==> config.mk <==
export PLATFORM = sky130hd
export DESIGN_NAME = enc8b10b_dual
export DESIGN_NICKNAME = d
export VERILOG_FILES = /design/src/rtl/enc8b10b_pkg.sv /design/src/rtl/enc8b10b_pipe.sv /design/src/rtl/enc8b10b_lane.sv /design/src/rtl/enc8b10b_dual.sv
export SDC_FILE = /design/constraint.sdc
export NUM_CORES = 1
export LEC_CHECK = 0
export BUFFER_PORTS_ARGS = -buffer_cell sky130_fd_sc_hd__buf_2
export CORE_MARGIN = 2
export CORE_UTILIZATION = 45
export CTS_BUF_LIST = sky130_fd_sc_hd__clkbuf_4 sky130_fd_sc_hd__clkbuf_8
export DETAILED_ROUTE_END_ITERATION = 12
export PLACE_DENSITY_LB_ADDON = 0.08
export REMOVE_ABC_BUFFERS = 1
export SLEW_MARGIN = 10
export SYNTH_ARGS = -nofsm -noshare
export SYNTH_HDL_FRONTEND = slang
export SYNTH_SLANG_ARGS = --single-unit
==> constraint.sdc <==
create_clock -name clk -period 27.9 [get_ports clk]
set_clock_uncertainty 0.15 [all_clocks]
set_input_delay 4.185 -clock clk [delete_from_list [all_inputs] [get_ports clk]]
set_output_delay 4.185 -clock clk [all_outputs]
set_load 0.1 [all_outputs]
==> src/rtl/enc8b10b_pkg.sv <==
package enc8b10b_pkg;

   // K28.5 byte: y = 5, x = 28
   localparam logic [7:0] IDLE_CHR = 8'hBC;

   // 5b/6b sub-block at negative running disparity, bits abcdei
   function automatic logic [5:0] sb6_neg(input logic [4:0] x);
      logic [5:0] r;
      case (x)
         5'd0:  r = 6'b100111;  5'd1:  r = 6'b011101;
         5'd2:  r = 6'b101101;  5'd3:  r = 6'b110001;
         5'd4:  r = 6'b110101;  5'd5:  r = 6'b101001;
         5'd6:  r = 6'b011001;  5'd7:  r = 6'b111000;
         5'd8:  r = 6'b111001;  5'd9:  r = 6'b100101;
         5'd10: r = 6'b010101;  5'd11: r = 6'b110100;
         5'd12: r = 6'b001101;  5'd13: r = 6'b101100;
         5'd14: r = 6'b011100;  5'd15: r = 6'b010111;
         5'd16: r = 6'b011011;  5'd17: r = 6'b100011;
         5'd18: r = 6'b010011;  5'd19: r = 6'b110010;
         5'd20: r = 6'b001011;  5'd21: r = 6'b101010;
         5'd22: r = 6'b011010;  5'd23: r = 6'b111010;
         5'd24: r = 6'b110011;  5'd25: r = 6'b100110;
         5'd26: r = 6'b010110;  5'd27: r = 6'b110110;
         5'd28: r = 6'b001110;  5'd29: r = 6'b101110;
         5'd30: r = 6'b011110;  default: r = 6'b101011;
      endcase
      return r;
   endfunction

   // 3b/4b sub-block at negative running disparity, bits fghj (y = 7: primary form)
   function automatic logic [3:0] sb4_neg(input logic [2:0] y);
      logic [3:0] r;
      case (y)
         3'd0: r = 4'b1011;  3'd1: r = 4'b1001;
         3'd2: r = 4'b0101;  3'd3: r = 4'b1100;
         3'd4: r = 4'b1101;  3'd5: r = 4'b1010;
         3'd6: r = 4'b0110;  default: r = 4'b1110;
      endcase
      return r;
   endfunction

endpackage

==> src/rtl/enc8b10b_pipe.sv <==
module enc8b10b_pipe #(
   parameter int W      = 8,
   parameter int STAGES = 2
) (
   input  logic         clk,
   input  logic         rst_n,
   input  logic [W-1:0] d_i,
   output logic [W-1:0] q_o
);
   generate
      if (STAGES == 0) begin : g_wire
         assign q_o = d_i;
      end else begin : g_regs
         logic [W-1:0] stg [STAGES];
         always_ff @(posedge clk or negedge rst_n) begin
            if (!rst_n) begin
               for (int s = 0; s < STAGES; s++) stg[s] <= '0;
            end else begin
               stg[0] <= d_i;
               for (int s = 1; s < STAGES; s++) stg[s] <= stg[s-1];
            end
         end
         assign q_o = stg[STAGES-1];
      end
   endgenerate
endmodule

==> src/rtl/enc8b10b_lane.sv <==
module enc8b10b_lane
   import enc8b10b_pkg::*;
(
   input  logic [7:0] chr_i,
   input  logic       k_i,
   input  logic       rd_i,
   output logic [9:0] code_o,
   output logic       rd_o,
   output logic       kerr_o
);
   logic [4:0] x;
   logic [2:0] y;
   logic       k28, kok, bal6, bal4, rd6, alt7;
   logic [5:0] six;
   logic [3:0] four;

   always_comb begin
      x    = chr_i[4:0];
      y    = chr_i[7:5];
      k28  = k_i && (x == 5'd28);
      kok  = k28 || (k_i && (y == 3'd7) &&
             ((x == 5'd23) || (x == 5'd27) || (x == 5'd29) || (x == 5'd30)));

      // 5b/6b stage: unbalanced groups and D.7 flip at positive disparity
      six  = k28 ? 6'b001111 : sb6_neg(x);
      bal6 = ($countones(six) == 3);
      if (rd_i && (!bal6 || (x == 5'd7 && !k28))) six = ~six;
      rd6  = bal6 ? rd_i : ~rd_i;

      // 3b/4b stage: alternate x.7 where the primary form would run to five
      alt7 = kok
          || (!rd6 && ((x == 5'd17) || (x == 5'd18) || (x == 5'd20)))
          || ( rd6 && ((x == 5'd11) || (x == 5'd13) || (x == 5'd14)));
      if (y == 3'd7) four = alt7 ? 4'b0111 : 4'b1110;
      else           four = sb4_neg(y);
      bal4 = ($countones(four) == 2);
      if (rd6 && (!bal4 || (y == 3'd3))) four = ~four;
      if (k28 && !rd6 && ((y == 3'd1) || (y == 3'd2) || (y == 3'd5) || (y == 3'd6)))
         four = ~four;

      rd_o   = bal4 ? rd6 : ~rd6;
      code_o = {six, four};
      kerr_o = k_i && !kok;
   end
endmodule

==> src/rtl/enc8b10b_dual.sv <==
module enc8b10b_dual
   import enc8b10b_pkg::*;
#(
   parameter int LANES     = 2,
   parameter int IN_STAGES = 2
) (
   input  logic                 clk,
   input  logic                 rst_n,
   input  logic                 ena,
   input  logic                 idle_ins,
   input  logic [8*LANES-1:0]   datain,
   input  logic [LANES-1:0]     kin,
   input  logic                 rd_force,
   input  logic                 rd_in,
   output logic [10*LANES-1:0]  dataout,
   output logic                 valid,
   output logic [LANES-1:0]     kerr,
   output logic                 rd_out
);
   localparam int DW = 8 * LANES;
   localparam int CW = 10 * LANES;
   localparam int PW = DW + LANES + 2;

   generate
      if (LANES < 1) begin : g_bad_lanes
         $error("enc8b10b_dual: LANES must be at least 1");
      end
      if (IN_STAGES < 0 || IN_STAGES > 4) begin : g_bad_stages
         $error("enc8b10b_dual: IN_STAGES must lie in 0..4");
      end
   endgenerate

   // input pipeline: data, flags and enables travel together
   logic [PW-1:0]    pin, pout;
   logic             s_ena, s_idle, s_fire;
   logic [LANES-1:0] s_k;
   logic [DW-1:0]    s_data;

   assign pin = {ena, idle_ins, kin, datain};

   enc8b10b_pipe #(.W(PW), .STAGES(IN_STAGES)) u_pipe (
      .clk   (clk),
      .rst_n (rst_n),
      .d_i   (pin),
      .q_o   (pout)
   );

   assign {s_ena, s_idle, s_k, s_data} = pout;
   assign s_fire = s_ena | s_idle;

   // disparity chain: highest lane first, override bypasses the pipeline
   logic [LANES:0]   rdc;
   logic [CW-1:0]    codes;
   logic [LANES-1:0] kerrs;
   logic             rd_q;

   assign rdc[LANES] = rd_force ? rd_in : rd_q;

   for (genvar i = 0; i < LANES; i++) begin : g_lane
      logic [7:0] chr;
      logic       kk;
      assign chr = s_ena ? s_data[8*i +: 8] : IDLE_CHR;
      assign kk  = s_ena ? s_k[i] : 1'b1;

      enc8b10b_lane u_lane (
         .chr_i  (chr),
         .k_i    (kk),
         .rd_i   (rdc[i+1]),
         .code_o (codes[10*i +: 10]),
         .rd_o   (rdc[i]),
         .kerr_o (kerrs[i])
      );
   end

   // output register
   logic [CW-1:0]    dout_q;
   logic             valid_q;
   logic [LANES-1:0] kerr_q;

   always_ff @(posedge clk or negedge rst_n) begin
      if (!rst_n) begin
         dout_q  <= '0;
         valid_q <= 1'b0;
         kerr_q  <= '0;
         rd_q    <= 1'b0;
      end else begin
         valid_q <= s_fire;
         if (s_fire) begin
            dout_q <= codes;
            kerr_q <= kerrs;
            rd_q   <= rdc[0];
         end else begin
            kerr_q <= '0;
         end
      end
   end

   assign dataout = dout_q;
   assign valid   = valid_q;
   assign kerr    = kerr_q;
   assign rd_out  = rd_q;
endmodule

==> results of run 1 <==
[flip-flops by register name, summed over array words and instances (netlist names)]
| signal | flops |
|---|---|
| valid | 1 |
| u_pipe.q_o | 20 |
| dataout | 20 |
| rd_out | 1 |
| kerr | 2 |
| u_pipe.g_regs.stg | 20 |
[power breakdown]
| group | internal (W) | total [W] | switching, W | leakage (nW) |
|---|---|---|---|---|
| Combinational | 0.0000575 | 0.000232 | 0.000174 | 1.04 |
| Sequential | 0.000112 | 0.000123 | 0.0000114 | 0.750 |
| Clock | 0.0000517 | 0.0000898 | 0.0000381 | 0.107 |
| Total | 0.000221 | 0.000445 | 0.000224 | 1.89 |
[worst max-delay path: cells and delay by family]
family	cells	cell delay (ns)
AO/OA/AOI/OAI	5	1.02
XOR/XNOR	3	0.57
adder cells (fa/ha/maj)	6	1.90
buffers and inverters	1	0.11
multiplexers	2	0.70
AND/OR/NAND/NOR	8	1.73
[placed cells by master, fill, tap and decap left out, drive strengths merged, types with 4 or more instances in the layout]
| cell type | instances |
|---|---|
| dfrtp | 64 |
| nand2 | 53 |
| buf | 50 |
| o21ai | 34 |
| ha | 28 |
| nor2 | 26 |
| xnor2 | 24 |
| a21oi | 14 |
| inv | 13 |
| clkbuf | 10 |
| nand2b | 9 |
| nor2b | 7 |
| nor3 | 7 |
| fa | 6 |
| and2 | 5 |
| nand4 | 4 |
| o22ai | 4 |
| a211oi | 4 |
| nor3b | 4 |
| a21boi | 4 |
[through the flow]
step                      hold slack [ns]  std cells  utilization (%)  cell area [sq um]
after floorplan                     0.181        363                -               3680
after global placement              0.181        518             49.9               4080
after detailed placement            0.186        518             49.9               4080
after CTS                           0.202        534             52.6               4300
after global routing                0.204        534             52.6               4300
final                               0.195        534             52.6               4300
[layout make-up]
| class | instances | area (sq um) |
|---|---|---|
| fill | 749 | 3870 |
| multi-input combinational | 287 | 2040 |
| sequential | 64 | 1600 |
| timing repair buffer | 50 | 258 |
| clock buffer | 10 | 131 |
| tap | 105 | 131 |
| clock inverter | 6 | 92.6 |
| inverter | 12 | 45.0 |
[per-layer routing]
metal  track usage (%)  up-vias  wire, microns
li1                  -     1410              -
met1              27.0     1342           3740
met2              27.5       52           3410
met3              4.66        6            306
met4              5.36        0             70
met5                 0        -              0
[kinds of logic (layout without fill, tap and decap cells)]
| kind of cell | count (synthesis) | in the layout | synth area share, % |
|---|---|---|---|
| DFF | 64 | 64 | 42.4 |
| AOI/OAI and AO/OA | 90 | 90 | 15.3 |
| and+or+nand+nor | 130 | 130 | 17.3 |
| xor gates and xnor gates | 27 | 27 | 6.96 |
| adders and majority gates | 34 | 34 | 12.5 |
| muxes | 6 | 6 | 1.89 |
| buffers and inverters | 34 | 78 | 3.61 |
[path summary, 6_finish.rpt]
kind	start	end	slack [ns]	depth (start not counted)
min in group asynchronous	rst_n	dataout[9]	3.85	2
max reg2reg	u_pipe.q_o[19]	dataout[0]	18.44	35
min reg2reg	u_pipe.g_regs.stg[20]	u_pipe.q_o[0]	0.20	0
max in group asynchronous	rst_n	u_pipe.q_o[14]	23.24	2
min	u_pipe.g_regs.stg[20]	u_pipe.q_o[0]	0.20	0
max	rd_force	dataout[0]	17.76	25
==> run metrics, run 1 <==
status=finished, final reports clean; WL/cell=14.1 microns; Port Buffers=47; RSZ-0062 raised after global routing=no; Final min period=10.14 ns; CTS resizes=0; Core Rows=33; Detail Placement HPWL=5270 microns; Worst setup SP type=input pin; most frequent CP cell=ha_1; htree depth=3; CP Data Required Time=27.97 ns; Synth area leaders=dfrtp_1, ha_1, nand2_1, xnor2_1, o21ai_0; Core Area=0.00818 sq mm; total clock sinks=64; Hold Vio Cnt, Final=0; cell taking the most area after synthesis=dfrtp_1; Initial Utilization=46.2%; Synth warnings=0; leakage power=1.89 nW; maxcap violations=0; Period Utilization, post-route=36.3%; largest net degree at the start of global routing=65; Post-route DRC=0; Nets=482; Distinct cells, synth=63; Setup Fix Bufs, Post-CTS=0; Mapped Area=0.00378 sq mm; clock latency on the worst-skew pair=0.34 ns; Design Power=0.000445 W; Placement Setup Slack=17.33 ns; FF+latch count, synth=64; PD cells=103 mW/mm^2; Crit Path Max Fanout=6; actual slew at the worst max-slew pin=0.785 ns; Max Slew Vio Count=0; worst setup margin=17.76 ns; register area share after synthesis=42.4%; vias in the first global route=2725; Highest Clock Rate=98.6 MHz; Post-CTS Hold Buffers=0; GRT overflow=0; die width=95.6 microns; Hold Crit Class=reg2reg; global-route usage over all layers=18.6%; Clock Path Buffers=2; Worst IR Drop VDD=0.0000664 V; Clock Root Buffer=clkbuf_8; Mean Syn Cell Area=9.81 sq um; ANT nets after route=0; Post-synth top flop=dfrtp_1; # diodes=0; setup TNS=0 ns; most numerous cell in the Yosys netlist=dfrtp_1; vias post-DR=2810; Slew HR=47.2%; Post-synth ARST share=100%; WL final=7530 microns; area of the die=0.00914 sq mm; arrival time worst endpoint=10.21 ns; first-pass GRT wire length=13200 microns; # setup viols final=0; Die Y=95.6 microns; cts bufs inserted=9; synthesized instance count=385; share of layout cells above drive strength 1=19.1%; Max stage delay on crit path=0.47 ns; Worst setup EP type=register; EDFF count, synth=0; slowest CP cell=fa_1; DR iter-0 viols=140; initial antenna violation count=0; Via density=5.26; Worst-path clk slew=0.08 ns; # IOs=48; most frequent cells after synthesis=dfrtp_1, nand2_1, o21ai_0; routability cong.=0.859; P&R area growth vs syn=13.9%; DR pass1 iterations=4; post-synth top area share=42.4%; Crit Path Class=in2reg; CTS tree=done
Note: power is estimated with default switching activity, not from simulation.
==> inputs of run 2 (changes only) <==
clock period = 8.9 ns   (was 27.9 ns; I/O delays follow)
==> run 2 against run 1 <==
Worst hold slack got worse by 0.0031 ns. Global-route usage rose by 0.51 points. Core utilization rose by 1.3 points. Via count rose by 3.5%. Critical path type is now reg2reg. Die area did not move.
==> run metrics, run 2 (synthesized netlist as in run 1, its figures left out) <==
Crit Path Class=reg2reg (was in2reg); Worst IR Drop VDD=0.000257 V (was 0.0000664 V); leakage power=1.93 nW (was 1.89 nW); vias in the first global route=2787 (was 2725); status=finished, final reports clean (unchanged); area of the die=0.00914 sq mm (unchanged); largest net degree at the start of global routing=65 (unchanged); Initial Utilization=46.2% (unchanged); global-route usage over all layers=19.1% (was 18.6%); most frequent CP cell=ha_1 (unchanged); CTS tree=done (unchanged); Worst-path clk slew=0.08 ns (about the same); slowest CP cell=o41ai_2 (was fa_1); WL final=7990 microns (was 7530 microns); Clock Path Buffers=2 (unchanged); maxcap violations=0 (unchanged); Placement Setup Slack=0.00352 ns (was 17.33 ns); buffers and inverters on the worst path=1 (unchanged); clock latency on the worst-skew pair=0.35 ns (was 0.34 ns); # diodes=0 (unchanged); Die Y=95.6 microns (unchanged); P&R area growth vs syn=16.8% (was 13.9%); Worst setup EP type=register (unchanged); GRT overflow=0 (unchanged); actual slew at the worst max-slew pin=0.863 ns (was 0.785 ns); final hold slack=0.192 ns (was 0.195 ns); Via density=5.36 (was 5.26); Nets=491 (was 482); routability cong.=0.883 (was 0.859); share of layout cells above drive strength 1=22.9% (was 19.1%); Post-CTS Hold Buffers=0 (unchanged); CP Data Required Time=8.98 ns (was 27.97 ns); die width=95.6 microns (unchanged); WL/cell=14.7 microns (was 14.1 microns); Post-route DRC=0 (unchanged); commonest non-fill, non-tap cell in the layout=dfrtp_1 (unchanged); vias post-DR=2907 (was 2810); cts bufs inserted=9 (unchanged); total clock sinks=64 (unchanged); Highest Clock Rate=118 MHz; initial antenna violation count=0 (unchanged); arrival time worst endpoint=8.53 ns (was 10.21 ns); Hold Vio Cnt, Final=0 (unchanged); delay-heaviest family, CP=adder cells (unchanged); Final min period=8.45 ns; Slew HR=41.9% (was 47.2%); # setup viols final=0 (unchanged); Clock Root Buffer=clkbuf_8 (unchanged); # IOs=48 (unchanged); Period Utilization, post-route=94.9%; commonest cells after routing, fill and taps aside=dfrtp_1, nand2_1, buf_2 (unchanged); worst setup margin=0.453 ns (was 17.76 ns); DR pass1 iterations=4 (unchanged); Core Rows=33 (unchanged); PD cells=317 mW/mm^2 (was 103 mW/mm^2); Port Buffers=47 (unchanged); Crit Path Max Fanout=6 (unchanged); Max Slew Vio Count=0 (unchanged); ANT nets after route=0 (unchanged); Worst setup SP type=register (was input pin); Hold Crit Class=reg2reg (unchanged); htree depth=3 (unchanged); Max stage delay on crit path=0.49 ns (was 0.47 ns); first-pass GRT wire length=13300 microns (was 13200 microns); Detail Placement HPWL=5540 microns (was 5270 microns); DR iter-0 viols=134 (was 140); reg2reg setup slack=0.45 ns (was 18.44 ns); Core Area=0.00818 sq mm (unchanged)
run 2: what timing repair did:
action                                  4_1_cts  5_1_grt
gates cloned                                  0        0
endpoints found under the setup margin        4        5
hold endpoints to repair                      0        0
setup buffers                                 0        4
pin swaps                                     0        4
resized for setup                             3       13
run 2: per-stage QoR:
step           area (sq um)  TNS, ns  util, %  power [W]  std cells
2_1_floorplan          3680   -0.486        -    0.00100        363
3_3_place_gp           4110        0     50.3    0.00112        523
3_5_place_dp           4110        0     50.3    0.00112        523
4_1_cts                4320        0     52.9    0.00138        538
5_1_grt                4410  -0.0868     53.9    0.00148        542
6_report               4410        0     53.9    0.00140        542
run 2: worst paths after layout:
check | startpoint | endpoint | cells after the start
max in group asynchronous | rst_n | u_pipe.q_o[16] | 2
worst max register to register | u_pipe.q_o[19] | dataout[0] | 33
min in group asynchronous | rst_n | dataout[9] | 2
worst min register to register | u_pipe.g_regs.stg[33] | u_pipe.q_o[13] | 0
worst min-delay path | u_pipe.g_regs.stg[33] | u_pipe.q_o[13] | 0
worst max-delay path | u_pipe.q_o[19] | dataout[0] | 33
run 2: power by group:
group	total (W)	leakage [nW]	switching, W	internal, W
clock network	0.000256	0.0879	0.000127	0.000129
logic	0.000757	1.10	0.000557	0.000200
registers	0.000386	0.750	0.0000355	0.000350
run 2: layout make-up:
cell class	count	area, sq um
Fill cell	752	3760
Tap cell	105	131
Timing Repair Buffer	59	325
Sequential cell	64	1600
Inverter	12	45.0
Clock inverter	6	70.1
Clock buffer	9	124
Multi-Input combinational cell	287	2110
run 2: layer usage:
metal | up-vias | GRT usage (%) | part of all wire, %
met4 | 0 | 6.79 | 1.8
met1 | 1375 | 26.3 | 48
met2 | 84 | 29.0 | 46
met5 | - | 0 | 0
met3 | 14 | 5.14 | 4.0
li1 | 1434 | - | -
==> inputs of run 3 (changes only) <==
CORE_UTILIZATION = 54   (was 45)
PLACE_DENSITY = 0.84   (was unset)
PLACE_DENSITY_LB_ADDON = unset   (was 0.08)
==> run 3 against run 2 <==
Total power increased by 1.7%. Die area decreased by 16%. Sequential share of layout area increased by 0.25 points. Setup slack got worse by 0.24 ns. Combinational power about the same. Critical endpoint unchanged. Final cell count decreased by 2.4%. Critical path type unchanged. Clock-buffer cell count increased by 2. Maximum frequency decreased by 2.8%. Sequential power about the same.
==> run metrics, run 3 (synthesized netlist as in run 1, its figures left out) <==
CP Data Required Time=8.98 ns (about the same); area of the die=0.00768 sq mm (was 0.00914 sq mm); P&R area growth vs syn=16.1% (was 16.8%); clock latency on the worst-skew pair=0.34 ns (was 0.35 ns); arrival time worst endpoint=8.77 ns (was 8.53 ns); status=finished, final reports clean (unchanged); Crit Path Class=reg2reg (unchanged); Worst-path clk slew=0.07 ns (was 0.08 ns); Via density=5.63 (was 5.36); htree depth=3 (unchanged); GRT overflow=0 (unchanged); actual slew at the worst max-slew pin=0.839 ns (was 0.863 ns); # diodes=0 (unchanged); final-layout fill cell count=531 (was 752); Post-route DRC=0 (unchanged); vias in the first global route=2738 (was 2787); WL final=7670 microns (was 7990 microns); ANT nets after route=0 (unchanged); Nets=486 (was 491); first-pass GRT wire length=12500 microns (was 13300 microns); vias post-DR=2980 (was 2907); Crit Path Max Fanout=6 (unchanged); Max stage delay on crit path=0.49 ns (about the same); buffers and inverters on the worst path=0 (was 1); Period Utilization, post-route=97.7% (was 94.9%); routability cong.=0.900 (was 0.883); largest net degree at the start of global routing=65 (unchanged); share of layout cells above drive strength 1=21.9% (was 22.9%); global-route usage over all layers=21.0% (was 19.1%); Clock Root Buffer=clkbuf_8 (unchanged); CTS tree=done (unchanged); Hold Vio Cnt, Final=0 (unchanged); Worst path depth=33 (unchanged); cts bufs inserted=9 (unchanged); Hold Crit Class=reg2reg (unchanged); most frequent CP cell=ha_1 (unchanged); Worst IR Drop VDD=0.000142 V (was 0.000257 V); PD cells=324 mW/mm^2 (was 317 mW/mm^2); commonest cells after routing, fill and taps aside=dfrtp_1, nand2_1, buf_2 (unchanged); RR Startpoint=u_pipe.q_o[8] (was u_pipe.q_o[19]); # setup viols final=0 (unchanged); Detail Placement HPWL=5340 microns (was 5540 microns); Max Slew Vio Count=0 (unchanged); R2R cell count=33 (unchanged); Highest Clock Rate=115 MHz (was 118 MHz); DR pass1 iterations=8 (was 4); CP Launch Point=u_pipe.q_o[8] (was u_pipe.q_o[19]); Slew HR=43.5% (was 41.9%); die width=87.6 microns (was 95.6 microns); Placement Setup Slack=-0.0838 ns (was 0.00352 ns); reg-to-reg endpoint=dataout[0] (unchanged); Worst setup EP type=register (unchanged); total clock sinks=64 (unchanged); Core Rows=30 (was 33); worst setup path endpoint=dataout[0] (unchanged); # IOs=48 (unchanged); delay-heaviest family, CP=adder cells (unchanged); maxcap violations=0 (unchanged); slowest CP cell=fa_1 (was o41ai_2); Initial Utilization=55.6% (was 46.2%); Clock Path Buffers=2 (unchanged); Die Y=87.6 microns (was 95.6 microns); initial antenna violation count=0 (unchanged); WL/cell=14.5 microns (was 14.7 microns); Worst setup SP type=register (unchanged); final core utilization=64.5% (was 53.9%); commonest non-fill, non-tap cell in the layout=dfrtp_1 (unchanged); DR iter-0 viols=297 (was 134); Port Buffers=47 (unchanged); Final min period=8.69 ns (was 8.45 ns); leakage power=1.93 nW (about the same); reg2reg setup slack=0.21 ns (was 0.45 ns); worst setup margin=0.208 ns (was 0.453 ns); Core Area=0.00679 sq mm (was 0.00818 sq mm)
==> run 3: what timing repair did <==
item / CTS / global route
setup buffers: 2 / 1
resized for setup: 2 / 11
setup endpoints to repair: 2 / 4
pin swaps: 2 / 1
hold buffers: 0 / 0
==> run 3: worst min path at each step <==
stage / startpoint / to / slack, ns / cells past startpoint
after floorplan: u_pipe.g_regs.stg[20] / u_pipe.q_o[0] / 0.18 / 0
after global placement: u_pipe.g_regs.stg[26] / u_pipe.q_o[6] / 0.18 / 0
after detailed placement: u_pipe.g_regs.stg[21] / u_pipe.q_o[1] / 0.18 / 0
after CTS: u_pipe.g_regs.stg[35] / u_pipe.q_o[15] / 0.20 / 0
after global routing: u_pipe.g_regs.stg[38] / u_pipe.q_o[18] / 0.20 / 0
final: u_pipe.g_regs.stg[35] / u_pipe.q_o[15] / 0.20 / 0
==> run 3: area by class of cell <==
type | count | area, sq um | share of cell area, %
tap | 96 | 120 | 2.74
multi-input combinational | 287 | 2100 | 47.9
timing repair buffer | 54 | 292 | 6.65
clock inverter | 5 | 80.1 | 1.83
sequential | 64 | 1600 | 36.6
inverter | 12 | 45.0 | 1.03
clock buffer | 11 | 145 | 3.31
==> run 3: where the power goes <==
group | switching, W | internal (W) | total, W
combinational | 0.000561 | 0.000195 | 0.000757
sequential | 0.0000368 | 0.000351 | 0.000388
clock | 0.000110 | 0.000168 | 0.000277
total | 0.000708 | 0.000714 | 0.00142
==> run 3: per-layer routing <==
| metal | vias up | global-route usage (%) | routed length (microns) |
|---|---|---|---|
| met5 | - | 0 | 0 |
| met4 | 0 | 8.95 | 231 |
| met3 | 25 | 5.09 | 618 |
| met2 | 153 | 32.7 | 3590 |
| met1 | 1388 | 28.2 | 3240 |
| li1 | 1414 | - | - |
==> run 3: per-stage QoR <==
stage | power [W] | instance area (sq um) | cells | hold slack [ns] | TNS [ns]
6_report | 0.00142 | 4380 | 529 | 0.198 | 0
5_1_grt | 0.00149 | 4380 | 529 | 0.204 | -0.491
4_1_cts | 0.00142 | 4320 | 528 | 0.200 | 0
3_5_place_dp | 0.00113 | 4070 | 510 | 0.185 | -0.101
3_3_place_gp | 0.00111 | 4070 | 510 | 0.183 | 0
2_1_floorplan | 0.00100 | 3680 | 363 | 0.181 | -0.486
